`src/rtl/smul_pkg.sv`:
```
package smul_pkg;
  localparam int unsigned MCAND_W_DEF = 51;
  localparam int unsigned MPLR_W_DEF  = 48;

  typedef enum logic {
    ST_IDLE = 1'b0,
    ST_RUN  = 1'b1
  } mul_state_e;
endpackage

```
`src/rtl/smul_ctrl.sv`:
```
module smul_ctrl
  import smul_pkg::*;
#(
  parameter int unsigned STEPS = MPLR_W_DEF,
  localparam int unsigned CNT_W = $clog2(STEPS + 1)
) (
  input  logic             clk,
  input  logic             rst_n,
  input  logic             start,
  input  logic             load,
  output logic             begin_op,
  output logic             step,
  output logic             last_step,
  output logic             busy,
  output logic             done,
  output logic [CNT_W-1:0] steps_left
);
  mul_state_e state_q;
  logic [CNT_W-1:0] cnt_q;
  logic done_q;

  assign busy      = (state_q == ST_RUN);
  assign begin_op  = start && !busy && !load;
  assign step      = busy;
  assign last_step = step && (cnt_q == CNT_W'(1));
  assign done      = done_q;
  assign steps_left = cnt_q;

  always_ff @(posedge clk) begin
    if (!rst_n) begin
      state_q <= ST_IDLE;
      cnt_q   <= '0;
      done_q  <= 1'b0;
    end else begin
      if (begin_op) begin
        state_q <= ST_RUN;
        cnt_q   <= CNT_W'(STEPS);
        done_q  <= 1'b0;
      end else if (step) begin
        cnt_q <= cnt_q - CNT_W'(1);
        if (last_step) begin
          state_q <= ST_IDLE;
          done_q  <= 1'b1;
        end
      end
    end
  end
endmodule

```
`src/rtl/smul_operands.sv`:
```
module smul_operands #(
  parameter int unsigned A_W = 51,
  parameter int unsigned B_W = 48
) (
  input  logic           clk,
  input  logic           rst_n,
  input  logic           load_en,
  input  logic           step,
  input  logic [A_W-1:0] a_in,
  input  logic [B_W-1:0] b_in,
  output logic [A_W-1:0] mcand,
  output logic           step_bit
);
  logic [A_W-1:0] a_q;
  logic [B_W-1:0] b_q;

  assign mcand    = a_q;
  assign step_bit = b_q[0];

  always_ff @(posedge clk) begin
    if (!rst_n) begin
      a_q <= '0;
      b_q <= '0;
    end else if (load_en) begin
      a_q <= a_in;
      b_q <= b_in;
    end else if (step) begin
      b_q <= b_q >> 1;
    end
  end
endmodule

```
`src/rtl/smul_accum.sv`:
```
module smul_accum #(
  parameter int unsigned A_W = 51,
  parameter int unsigned B_W = 48,
  localparam int unsigned P_W = A_W + B_W
) (
  input  logic           clk,
  input  logic           rst_n,
  input  logic           clear,
  input  logic           step,
  input  logic           step_bit,
  input  logic [A_W-1:0] mcand,
  output logic [P_W-1:0] prod
);
  function automatic logic [P_W-1:0] next_partial(
    input logic [P_W-1:0] p,
    input logic [A_W-1:0] a,
    input logic           bit_i
  );
    logic [A_W:0] sum;
    sum = {1'b0, p[P_W-1:B_W]} + {1'b0, (a & {A_W{bit_i}})};
    return {sum, p[B_W-1:1]};
  endfunction

  logic [P_W-1:0] p_q;
  assign prod = p_q;

  always_ff @(posedge clk) begin
    if (!rst_n) begin
      p_q <= '0;
    end else if (clear) begin
      p_q <= '0;
    end else if (step) begin
      p_q <= next_partial(p_q, mcand, step_bit);
    end
  end
endmodule

```
`src/rtl/shift_add_mul.sv`:
```
module shift_add_mul
  import smul_pkg::*;
#(
  parameter int unsigned A_W = MCAND_W_DEF,
  parameter int unsigned B_W = MPLR_W_DEF,
  localparam int unsigned P_W = A_W + B_W
) (
  input  logic           clk,
  input  logic           rst_n,
  input  logic           load,
  input  logic [A_W-1:0] a_in,
  input  logic [B_W-1:0] b_in,
  input  logic           start,
  output logic           busy,
  output logic           done,
  output logic [P_W-1:0] product
);
  localparam int unsigned CNT_W = $clog2(B_W + 1);

  logic begin_op, step, last_step, step_bit, load_en;
  logic [CNT_W-1:0] steps_left;
  logic [A_W-1:0] mcand;

  assign load_en = load && !busy;

  smul_ctrl #(.STEPS(B_W)) ctrl_i (
    .clk(clk), .rst_n(rst_n), .start(start), .load(load),
    .begin_op(begin_op), .step(step), .last_step(last_step),
    .busy(busy), .done(done), .steps_left(steps_left)
  );

  smul_operands #(.A_W(A_W), .B_W(B_W)) opnd_i (
    .clk(clk), .rst_n(rst_n), .load_en(load_en), .step(step),
    .a_in(a_in), .b_in(b_in), .mcand(mcand), .step_bit(step_bit)
  );

  smul_accum #(.A_W(A_W), .B_W(B_W)) acc_i (
    .clk(clk), .rst_n(rst_n), .clear(begin_op), .step(step),
    .step_bit(step_bit), .mcand(mcand), .prod(product)
  );
endmodule

```
`config.mk`:
```
export PLATFORM = sky130hd
export DESIGN_NAME = shift_add_mul
export DESIGN_NICKNAME = d
export VERILOG_FILES = /design/src/rtl/smul_pkg.sv /design/src/rtl/smul_ctrl.sv /design/src/rtl/smul_operands.sv /design/src/rtl/smul_accum.sv /design/src/rtl/shift_add_mul.sv
export SDC_FILE = /design/constraint.sdc
export NUM_CORES = 1
export LEC_CHECK = 0
export ABC_CLOCK_PERIOD_IN_PS = 3600
export BUFFER_PORTS_ARGS = -buffer_cell sky130_fd_sc_hd__buf_2
export CAP_MARGIN = 40
export CELL_PAD_IN_SITES_DETAIL_PLACEMENT = 0
export CELL_PAD_IN_SITES_GLOBAL_PLACEMENT = 1
export CORE_ASPECT_RATIO = 0.75
export CORE_MARGIN = 2
export CORE_UTILIZATION = 28
export DETAILED_ROUTE_END_ITERATION = 8
export PLACE_DENSITY_LB_ADDON = 0.08
export SLEW_MARGIN = 0
export SYNTH_ARGS = -nofsm -noshare
export SYNTH_HDL_FRONTEND = slang
export SYNTH_SLANG_ARGS = --single-unit
```
`constraint.sdc`:
```
create_clock -name clk -period 3.6 [get_ports clk]
set_clock_uncertainty 0.15 [all_clocks]
set_input_delay 0 -clock clk [delete_from_list [all_inputs] [get_ports clk]]
set_output_delay 0 -clock clk [all_outputs]
set_load 0.02 [all_outputs]
```
==> impl_results.md, run 1 <==
- Status: finished clean
- Data required, critical path: 3.93 ns
- Post-DR wirelength/cell: 16.6 µm
- Top cell type's share of synthesized area: between 30 and 40%
- Sw Ratio: between 20 and 30%
- Die Y-Extent: 176 µm
- Die area: ~0.041 mm²
- Worst hold start: load
- Gpl congestion: 0.837
- Fraction of layout cells with a size suffix above 1: a little under a fifth
- Initial DRC count: around 580
- Core Area: roughly 0.039 mm²
- Area leader, netlist: dfxtp_1
- Slew HR: 52.7%
- Synth Area per Inst: approximately 8.4 µm²
- Dpl cells: 1985
- Nets: roughly 1800
- Reg power frac: 42.5%
- Seq cells post-synth: ~200
- Final hold slack: between 0.07 and 0.08 ns
- Sum Neg Setup Slack: 0 ns
- # clock sinks: slightly above 200
- Io pins: a little over 200
- GRT busiest layer: met2
- Critical Path AT: roughly 3.7 ns
- Critical path origin: opnd_i.b_q[0]
- CTS tree: done
- P_int: 4.27 mW
- Site Rows: slightly above 60
- Commonest non-fill, non-tap cell in the layout: nand2_1
- HPWL after detailed placement: around 25 mm
- Post-Syn Area: about 0.011 mm²
- Total net switching power: 1.44 mW
- Vias/cell: between 4 and 5
- M2 GR Usage: 26.0%
- Tmin final: about 3.4 ns
- Main combinational cell family by area after synthesis: simple AND/OR/NAND/NOR gates
- CP Max Fanout: 29
- Crit share post-route: between 90% and 100%
- Met3 Track Usage GR: under 10%
- Peak VDD IR: approximately 0.29 mV
- Die width: ~230 µm
- Syn nets: 1479
- Max-slew violation count: 0
- Clock power share: between 40% and 50%
- Remaining Overflow, GRT: 0
- Area growth syn-to-layout: 35.3%
- Mapped Cells: 1322
- Critical Path Sink Type: flop
- Static Leakage: around 6.6 nW
- Pre-CTS setup slack: 0.0984 ns
- Setup-violating endpoint count in the final report: 0
- Ys Warns: 0
- Gr usage total: around 17%
- Maxcap violations: 0
- Filler cells: just under 4000
- Total CTS buffers: 25
- Post-synthesis mux area share: 10.9%
- Worst-Margin Slew: just over 0.7 ns
- HP Class: in -> reg
- Synth cell types: slightly above 60
- Seq/Total Area, Yosys: 37.3%
- Number of flops mapped to enable cells by yosys: 0
- Setup slack after layout: about 0.21 ns
- Vias: slightly above 10000
- Top_reg_cell synth: dfxtp_1
- Simple logic cell fraction of the synthesized area: roughly a fifth
- Residual DRC count: 0
- Area contributors post-synth: dfxtp_1 37%, mux2i_1 11%, nand2_1 7.1%
- Reg clk slew, reported paths: 0.06 ns
- Most frequent cells in the layout: 208 x nand2_1, 205 x dfxtp_1, 203 x buf_2
- Initial antenna violation count: 2
- Class of the most critical setup path: reg -> reg
- Synth Area in Compound Gates: around 18%
- Met1 Usage GRT: between 20% and 30%
- Root Driver: clkbuf_16
- Post-synth ARST share: 0%
- Non-Filler Instances: ~2200
- Xor and xnor area share after synthesis: between 3 and 4%
- RSZ-0062 raised after global routing: no
- Port bufs: approximately 200
- Area of the multi-input gates: about 0.0066 mm²
- Largest net degree at the start of global routing: 94
- Routed WL: ~36 mm
- Vias in the first global route: between 10000 and 15000
- Clk buf depth: 3
- Setup crit start kind: flop
- Logic gate share of total power: 10.8%
- Initial Util: roughly 29%
- Cell Pwr Density: ~380 mW/mm²
- Clk Latency, worst-skew pair: 0.55 ns
- Reg-to-Reg Start: opnd_i.b_q[0]
- Antenna Violating Nets Remaining: 0
- First-pass GRT wire length: ~57 mm
- DR pass1 iterations: 5
- Fin. Hold Viols: 0
- Post-Synth Adder-Cell Area: between 6 and 7%
- Register Area: 0.00413 mm²
- Maximum clock frequency: roughly 300 MHz
- H-tree depth: 1
## path summary, 6_finish.rpt
kind                            slack [ns]                    to  cells after the start
worst min register to register        0.31      opnd_i.mcand[47]                      2
worst max register to register        0.21        acc_i.prod[93]                     13
worst max-delay path                  0.21        acc_i.prod[93]                     13
worst min-delay path                  0.08  ctrl_i.steps_left[4]                      4
## final cells by class
class	instances	share of cell area, %
multi-input cells	1017	44.1
inverters	15	0.377
well taps	512	4.29
flip-flops and latches	206	27.6
clock buffers	31	4.67
diodes	2	0.0335
repair buffers	372	17.8
clock inverters	14	1.11
## kinds of logic after synthesis
group | count (synthesis)
AOI/OAI and AO/OA | 309
xor gates and xnor gates | 48
adders and majority gates | 54
buffers and inverters | 99
DFF | 206
muxes | 120
and+or+nand+nor | 486
## registers in the layout, indices dropped and copies added (netlist names)
register           count
ctrl_i.busy            1
opnd_i.b_q            48
acc_i.prod            99
ctrl_i.steps_left      6
opnd_i.mcand          51
ctrl_i.done            1
## through the flow
| stage | total power [mW] | cell area (µm²) | util, % |
|---|---|---|---|
| finish | 5.71 | 14900 | 38.8 |
| global route | 6.01 | 14900 | 38.8 |
| CTS | 5.84 | 14900 | 38.7 |
| detailed placement | 2.98 | 12700 | 32.9 |
| global placement | 2.98 | 12700 | 32.9 |
| floorplan | 2.79 | 11000 | - |
## metal layers
metal / part of all wire (%) / vias to the layer above
met2: 42 / 196
met5: 0 / -
li1: - / 5209
met4: 2.0 / 0
met3: 5.3 / 43
met1: 51 / 4668
## critical path, stage by stage (launching register included)
cell and delay (ns):
dfxtp_1 0.33, buf_12 0.16, and2_1 0.16, ha_1 0.21, fa_2 0.36, a21o_1 0.20
a221o_2 0.40, a22o_1 0.25, nor3b_4 0.26, o31a_4 0.18, o31a_2 0.25, o21a_1 0.13
a31oi_1 0.08, o211ai_1 0.16
## Yosys cell counts, types with 8 or more instances
| cell type | number |
|---|---|
| nand2_1 | 210 |
| dfxtp_1 | 206 |
| mux2i_1 | 120 |
| nor2_1 | 102 |
| and2_1 | 99 |
| o21ai_0 | 90 |
| clkbuf_1 | 73 |
| a21oi_1 | 63 |
| a21boi_0 | 57 |
| ha_1 | 53 |
| xnor2_1 | 27 |
| a21o_1 | 23 |
| xor2_1 | 21 |
| inv_1 | 15 |
| nand4_1 | 15 |
| nand3_1 | 13 |
| nor3_1 | 10 |
| buf_1 | 9 |
| o21bai_1 | 9 |
| a31oi_1 | 8 |
| o21ai_1 | 8 |
## power by group through the flow
stage / Sequential, mW / Combinational, mW / Clock, mW
floorplan: 2.46 / 0.331 / 0
global placement: 2.48 / 0.498 / 0
detailed placement: 2.48 / 0.501 / 0
CTS: 2.43 / 0.625 / 2.78
global route: 2.44 / 0.685 / 2.89
finish: 2.43 / 0.615 / 2.67
## what timing repair did
| action | CTS | global route |
|---|---|---|
| endpoints found under the hold margin | 102 | 0 |
| endpoints found under the setup margin | 0 | 8 |
| resized for setup | 0 | 6 |
| setup buffers | 0 | 0 |
| hold buffers | 137 | 0 |
(Power assumes the default switching activity.)
==> run 2, diff against run 1 <==
CTS_BUF_LIST = sky130_fd_sc_hd__clkbuf_4 sky130_fd_sc_hd__clkbuf_8   (was default)
==> run 2 against run 1 <==
Total power is 3.7% lower. Setup slack improved by 0.016 ns. Die area is the same. Via count is 0.94% higher. Count of clock-buffer cells in the layout is 32 higher. Final area decreased by 0.31%. Global-route usage up 0.17 points. Wire length rose by 0.53%. Critical endpoint unchanged. Largest power group unchanged.
==> impl_results.md, run 2 (synthesized netlist as in run 1, its figures left out) <==
- Status: finished clean (unchanged)
- Die area: 0.0411 mm² (unchanged)
- Port bufs: 203 (unchanged)
- Max-slew violation count: 0 (unchanged)
- Root Driver: clkbuf_8 (was clkbuf_16)
- Filler cells: 3985 (was 3969)
- Vias: 10200 (was 10100)
- Antenna Violating Nets Remaining: 0 (unchanged)
- Fraction of layout cells with a size suffix above 1: 19.4% (was 18.3%)
- Data required, critical path: 3.94 ns (was 3.93 ns)
- Critical path origin: opnd_i.b_q[0] (unchanged)
- Peak VDD IR: 0.220 mV (was 0.286 mV)
- Class of the most critical setup path: reg -> reg (unchanged)
- Initial Util: 28.6% (unchanged)
- Critical Path AT: 3.71 ns (about the same)
- Cell Pwr Density: 369 mW/mm² (was 382 mW/mm²)
- Tmin final: 3.37 ns (was 3.39 ns)
- CTS tree: done (unchanged)
- Worst-Margin Slew: 0.718 ns (was 0.710 ns)
- Largest net degree at the start of global routing: 94 (unchanged)
- Reg clk slew, reported paths: 0.06 ns (about the same)
- Worst hold start: load (unchanged)
- Area of the multi-input gates: 0.00659 mm² (was 0.00660 mm²)
- Site Rows: 62 (unchanged)
- Top Metal Used: met4 (unchanged)
- Critical Path Sink Type: flop (unchanged)
- Max reg flops: 99 (unchanged)
- Clk buf depth: 3 (unchanged)
- # clock sinks: 206 (unchanged)
- H-tree depth: 2 (was 1)
- Setup-violating endpoint count in the final report: 0 (unchanged)
- Vias/cell: 4.66 (about the same)
- Slew HR: 52.1% (was 52.7%)
- Gpl congestion: 0.837 (unchanged)
- Remaining Overflow, GRT: 0 (unchanged)
- CP Max Fanout: 29 (unchanged)
- Die Y-Extent: 176 µm (unchanged)
- Crit share post-route: 93.7% (was 94.1%)
- Commonest non-fill, non-tap cell in the layout: nand2_1 (unchanged)
- Register Area: 0.00413 mm² (unchanged)
- Sum Neg Setup Slack: 0 ns (unchanged)
- Io pins: 204 (unchanged)
- Nets: 1808 (was 1794)
- First-pass GRT wire length: 57.0 mm (was 56.8 mm)
- Met1 Wirelength: 18.1 mm (was 18.2 mm)
- Vias in the first global route: 10200 (was 10100)
- Total CTS buffers: 39 (was 25)
- Die width: 233 µm (unchanged)
- Routed WL: 36.1 mm (was 35.9 mm)
- Initial DRC count: 577 (was 576)
- Met3 WL: 2.07 mm (was 1.92 mm)
- Post-DR wirelength/cell: 16.5 µm (was 16.6 µm)
- Most frequent cells in the layout: 208 x nand2_1, 205 x dfxtp_1, 203 x buf_2 (unchanged)
- HP Class: in -> reg (unchanged)
- Clk Latency, worst-skew pair: 0.57 ns (was 0.55 ns)
- Static Leakage: 6.61 nW (was 6.60 nW)
- Maxcap violations: 0 (unchanged)
- Maximum clock frequency: 296 MHz (was 295 MHz)
- Fin util: 38.6% (was 38.8%)
- Initial antenna violation count: 2 (unchanged)
- Gr usage total: 17.5% (was 17.3%)
- Setup crit start kind: flop (unchanged)
- HPWL after detailed placement: 25.4 mm (unchanged)
- Core Area: 0.0386 mm² (unchanged)
- Area growth syn-to-layout: 34.9% (was 35.3%)
- Residual DRC count: 0 (unchanged)
- Fin. Hold Viols: 0 (unchanged)
- Reg-to-Reg Start: opnd_i.b_q[0] (unchanged)
- DR pass1 iterations: 5 (unchanged)
- Met2 WL post-DR: 15.2 mm (was 15.1 mm)
## run 2: path summary, 6_finish.rpt
check	to	slack, ns	cells past startpoint
setup / recovery	acc_i.prod[93]	0.23	13
setup reg to reg	acc_i.prod[93]	0.23	13
hold reg to reg	opnd_i.mcand[47]	0.31	2
hold / removal	ctrl_i.steps_left[4]	0.05	4
## run 2: critical path: stages (launching register included)
cell and delay [ns]:
dfxtp_1 0.33, buf_12 0.16, and2_1 0.16, ha_1 0.21
fa_2 0.36, a21o_1 0.20, a221o_2 0.39, a22o_1 0.25
nor3b_4 0.26, o31a_4 0.18, o31a_2 0.25, o21a_1 0.13
a31oi_1 0.08, o211ai_1 0.16
## run 2: final cells by class
| type | count | area share [%] |
|---|---|---|
| Clock inverter | 4 | 0.185 |
| Inverter | 15 | 0.378 |
| Clock buffer | 63 | 5.36 |
| Sequential cell | 206 | 27.7 |
| Tap cell | 512 | 4.30 |
| Antenna cell | 2 | 0.0336 |
| Timing Repair Buffer | 372 | 17.8 |
| Multi-Input combinational cell | 1017 | 44.2 |
## run 2: what timing repair did
action                                  in CTS  in global routing
buffers inserted                             0                  0
endpoints found under the setup margin       0                  8
hold buffers                               137                  0
resized for setup                            0                  6
endpoints found under the hold margin      102                  0
## run 2: power by group
group | switching, mW | internal (mW)
combinational | 0.305 | 0.311
sequential | 0.0645 | 2.37
clock | 1.05 | 1.40
## run 2: through the flow
step / total power [mW] / hold WS [ns] / worst slack, ns / instances / area (µm²)
after floorplan: 2.79 / -0.00509 / 0.404 / 1322 / 11000
after global placement: 2.98 / 0.106 / 0.209 / 1985 / 12700
after detailed placement: 2.98 / 0.113 / 0.0984 / 1985 / 12700
after CTS: 5.63 / 0.0310 / 0.0600 / 2189 / 14900
after global routing: 5.80 / 0.0734 / -0.00103 / 2190 / 14900
final: 5.50 / 0.0540 / 0.227 / 2191 / 14900
## run 2: routing by layer
metal,vias up,track usage (%)
met4,0,4.88
li1,5240,-
met3,59,3.92
met2,204,26.0
met5,-,0
met1,4708,25.1
==> run 3, diff against run 2 <==
CORE_UTILIZATION = 40   (was 28)
==> run 3 against run 2 <==
Flip-flop and latch count stayed put. Final cell count is 8.4% lower. Critical path depth is the same. Setup slack got worse by 0.042 ns. Final area decreased by 2.8%. First-iteration DRC count up 14%. Wire length is 11% lower. Count of clock-buffer cells in the layout decreased by 8. Total power is 4.6% lower. Fmax is 1.2% lower. Utilization is 15 points higher. Critical endpoint is now acc_i.prod[73]. Largest cell class unchanged.
==> impl_results.md, run 3 (synthesized netlist as in run 1, its figures left out) <==
- Status: finished clean (unchanged)
- Area growth syn-to-layout: 31.1% (was 34.9%)
- Slew HR: 40.7% (was 52.1%)
- Vias in the first global route: 9991 (was 10200)
- Clk buf depth: 3 (unchanged)
- Initial DRC count: 659 (was 577)
- DR pass1 iterations: 5 (unchanged)
- Non-Filler Instances: 2008 (was 2191)
- Static Leakage: 6.52 nW (was 6.61 nW)
- CP Cell Sequence: buf_12 > and2_1 > ha_1 > fa_1 > a21o_1 > a221o_2 > a22o_1 > nor3b_4 > buf_4 > o21ai_1 > a41oi_1 > xor2_1 > o21ai_1 (was buf_12 > and2_1 > ha_1 > fa_2 > a21o_1 > a221o_2 > a22o_1 > nor3b_4 > o31a_4 > o31a_2 > o21a_1 > a31oi_1 > o211ai_1)
- Critical Path Max Stage Delay: 0.41 ns (was 0.39 ns)
- Worst hold start: a_in[24] (was load)
- Critical Path Sink Type: flop (unchanged)
- Worst path most repeated cell: o21ai_1
- Post-DR wirelength/cell: 16.0 µm (was 16.5 µm)
- Gpl congestion: 0.896 (was 0.837)
- Gr usage total: 21.9% (was 17.5%)
- Die Y-Extent: 148 µm (was 176 µm)
- Total net switching power: 1.35 mW (was 1.42 mW)
- Max-slew violation count: 0 (unchanged)
- Maximum clock frequency: 293 MHz (was 296 MHz)
- Reg-to-Reg Start: opnd_i.b_q[0] (unchanged)
- Sw Ratio: 25.7% (was 25.9%)
- Residual DRC count: 0 (unchanged)
- CP Max Fanout: 35 (was 29)
- # diodes: 0 (was 2)
- Clk Latency, worst-skew pair: 0.56 ns (was 0.57 ns)
- Initial Util: 40.8% (was 28.6%)
- Vias: 10200 (about the same)
- Fin. Hold Viols: 0 (unchanged)
- Initial antenna violation count: 1 (was 2)
- Fraction of layout cells with a size suffix above 1: 18.2% (was 19.4%)
- Max reg flops: 99 (unchanged)
- Class of the most critical setup path: reg -> reg (unchanged)
- Remaining Overflow, GRT: 0 (unchanged)
- Reg power frac: 46.2% (was 44.2%)
- Cell Pwr Density: 363 mW/mm² (was 369 mW/mm²)
- H-tree depth: 2 (unchanged)
- Worst-Margin Slew: 0.889 ns (was 0.718 ns)
- Dpl cells: 1808 (was 1985)
- Post-CTS Setup Repair Bufs: 0 (unchanged)
- Setup slack after layout: 0.184 ns (was 0.227 ns)
- Fin util: 53.5% (was 38.6%)
- Largest net degree at the start of global routing: 163 (was 94)
- Slowest cell on the critical path: fa_1 (was a221o_2)
- Sum Neg Setup Slack: 0 ns (unchanged)
- Critical path origin: opnd_i.b_q[0] (unchanged)
- Most frequent cells in the layout: 208 x nand2_1, 205 x dfxtp_1, 203 x buf_2 (unchanged)
- Crit path max-delay family: compound AO/OA/AOI/OAI gates (unchanged)
- Tmin final: 3.42 ns (was 3.37 ns)
- Commonest non-fill, non-tap cell in the layout: nand2_1 (unchanged)
- Vias/cell: 5.08 (was 4.66)
- HPWL after detailed placement: 22.2 mm (was 25.4 mm)
- First-pass GRT wire length: 51.6 mm (was 57.0 mm)
- Data required, critical path: 3.89 ns (was 3.94 ns)
- Io pins: 204 (unchanged)
- Critical Path AT: 3.71 ns (about the same)
- Logic gate share of total power: 11.6% (was 11.2%)
- Filler cells: 2645 (was 3985)
- # clock sinks: 206 (unchanged)
- P_int: 3.90 mW (was 4.08 mW)
- Die area: 0.0290 mm² (was 0.0411 mm²)
- HP Class: in -> reg (unchanged)
- Site Rows: 52 (was 62)
- Crit share post-route: 94.9% (was 93.7%)
- Total CTS buffers: 37 (was 39)
- Nets: 1792 (was 1808)
- Root Driver: clkbuf_8 (unchanged)
- Reg clk slew, reported paths: 0.06 ns (about the same)
- Antenna Violating Nets Remaining: 0 (unchanged)
- Setup-violating endpoint count in the final report: 0 (unchanged)
- Peak VDD IR: 0.283 mV (was 0.220 mV)
- Setup crit start kind: flop (unchanged)
- RSZ-0062 raised after global routing: no
- Die width: 196 µm (was 233 µm)
- Pre-CTS setup slack: 0.158 ns (was 0.0984 ns)
- CTS tree: done (unchanged)
- Clock power share: 42.2% (was 44.6%)
- CP bufs+invs: 2 (was 1)
- Routed WL: 32.1 mm (was 36.1 mm)
- Port bufs: 203 (unchanged)
- Core Area: 0.0271 mm² (was 0.0386 mm²)
- Maxcap violations: 0 (unchanged)
run 3: path summary, 6_finish.rpt:
path | endpoint | slack, ns | cells after the start
max reg2reg | acc_i.prod[73] | 0.18 | 13
min reg2reg | opnd_i.mcand[6] | 0.31 | 2
min | opnd_i.mcand[24] | 0.10 | 4
max | acc_i.prod[73] | 0.18 | 13
run 3: worst reg2reg max path, delay by kind of cell (launching register included):
family | cells | cell delay [ns]
fa+ha+maj | 2 | 0.62
xor+xnor | 1 | 0.17
simple gates | 2 | 0.39
buf+inv | 2 | 0.35
flops | 1 | 0.33
compound gates | 6 | 1.30
run 3: routing by layer:
| metal | up-vias | track usage (%) | wire length [µm] |
|---|---|---|---|
| met2 | 250 | 32.1 | 13100 |
| met1 | 4708 | 31.0 | 16100 |
| met4 | 2 | 5.08 | 433 |
| li1 | 5211 | - | - |
| met5 | - | 0 | 13 |
| met3 | 39 | 7.14 | 2550 |
run 3: power groups by stage:
stage / logic (mW) / registers, mW / clock network, mW
detailed placement: 0.487 / 2.48 / 0
global route: 0.676 / 2.44 / 2.39
global placement: 0.483 / 2.47 / 0
floorplan: 0.331 / 2.46 / 0
finish: 0.610 / 2.43 / 2.21
CTS: 0.611 / 2.43 / 2.29
run 3: repair_timing:
item / CTS / global route
hold endpoints to repair: 103 / 0
hold buffers: 139 / 0
resized for setup: 0 / 2
setup endpoints to repair: 0 / 3
run 3: cell type report:
class                           instances  area (µm²)  area share (%)
Clock buffer                           55         688            4.75
Inverter                               15        56.3           0.389
Timing Repair Buffer                  358        2550            17.6
Sequential cell                       206        4130            28.5
Tap cell                              351         439            3.03
Multi-Input combinational cell       1017        6570            45.4
Clock inverter                          6        43.8           0.302
run 3: through the flow:
| step | total power, mW | hold slack, ns | cell area, µm² |
|---|---|---|---|
| 2_1_floorplan | 2.79 | -0.00509 | 11000 |
| 3_3_place_gp | 2.96 | 0.106 | 12300 |
| 3_5_place_dp | 2.96 | 0.112 | 12300 |
| 4_1_cts | 5.33 | 0.0574 | 14500 |
| 5_1_grt | 5.51 | 0.102 | 14500 |
| 6_report | 5.25 | 0.102 | 14500 |
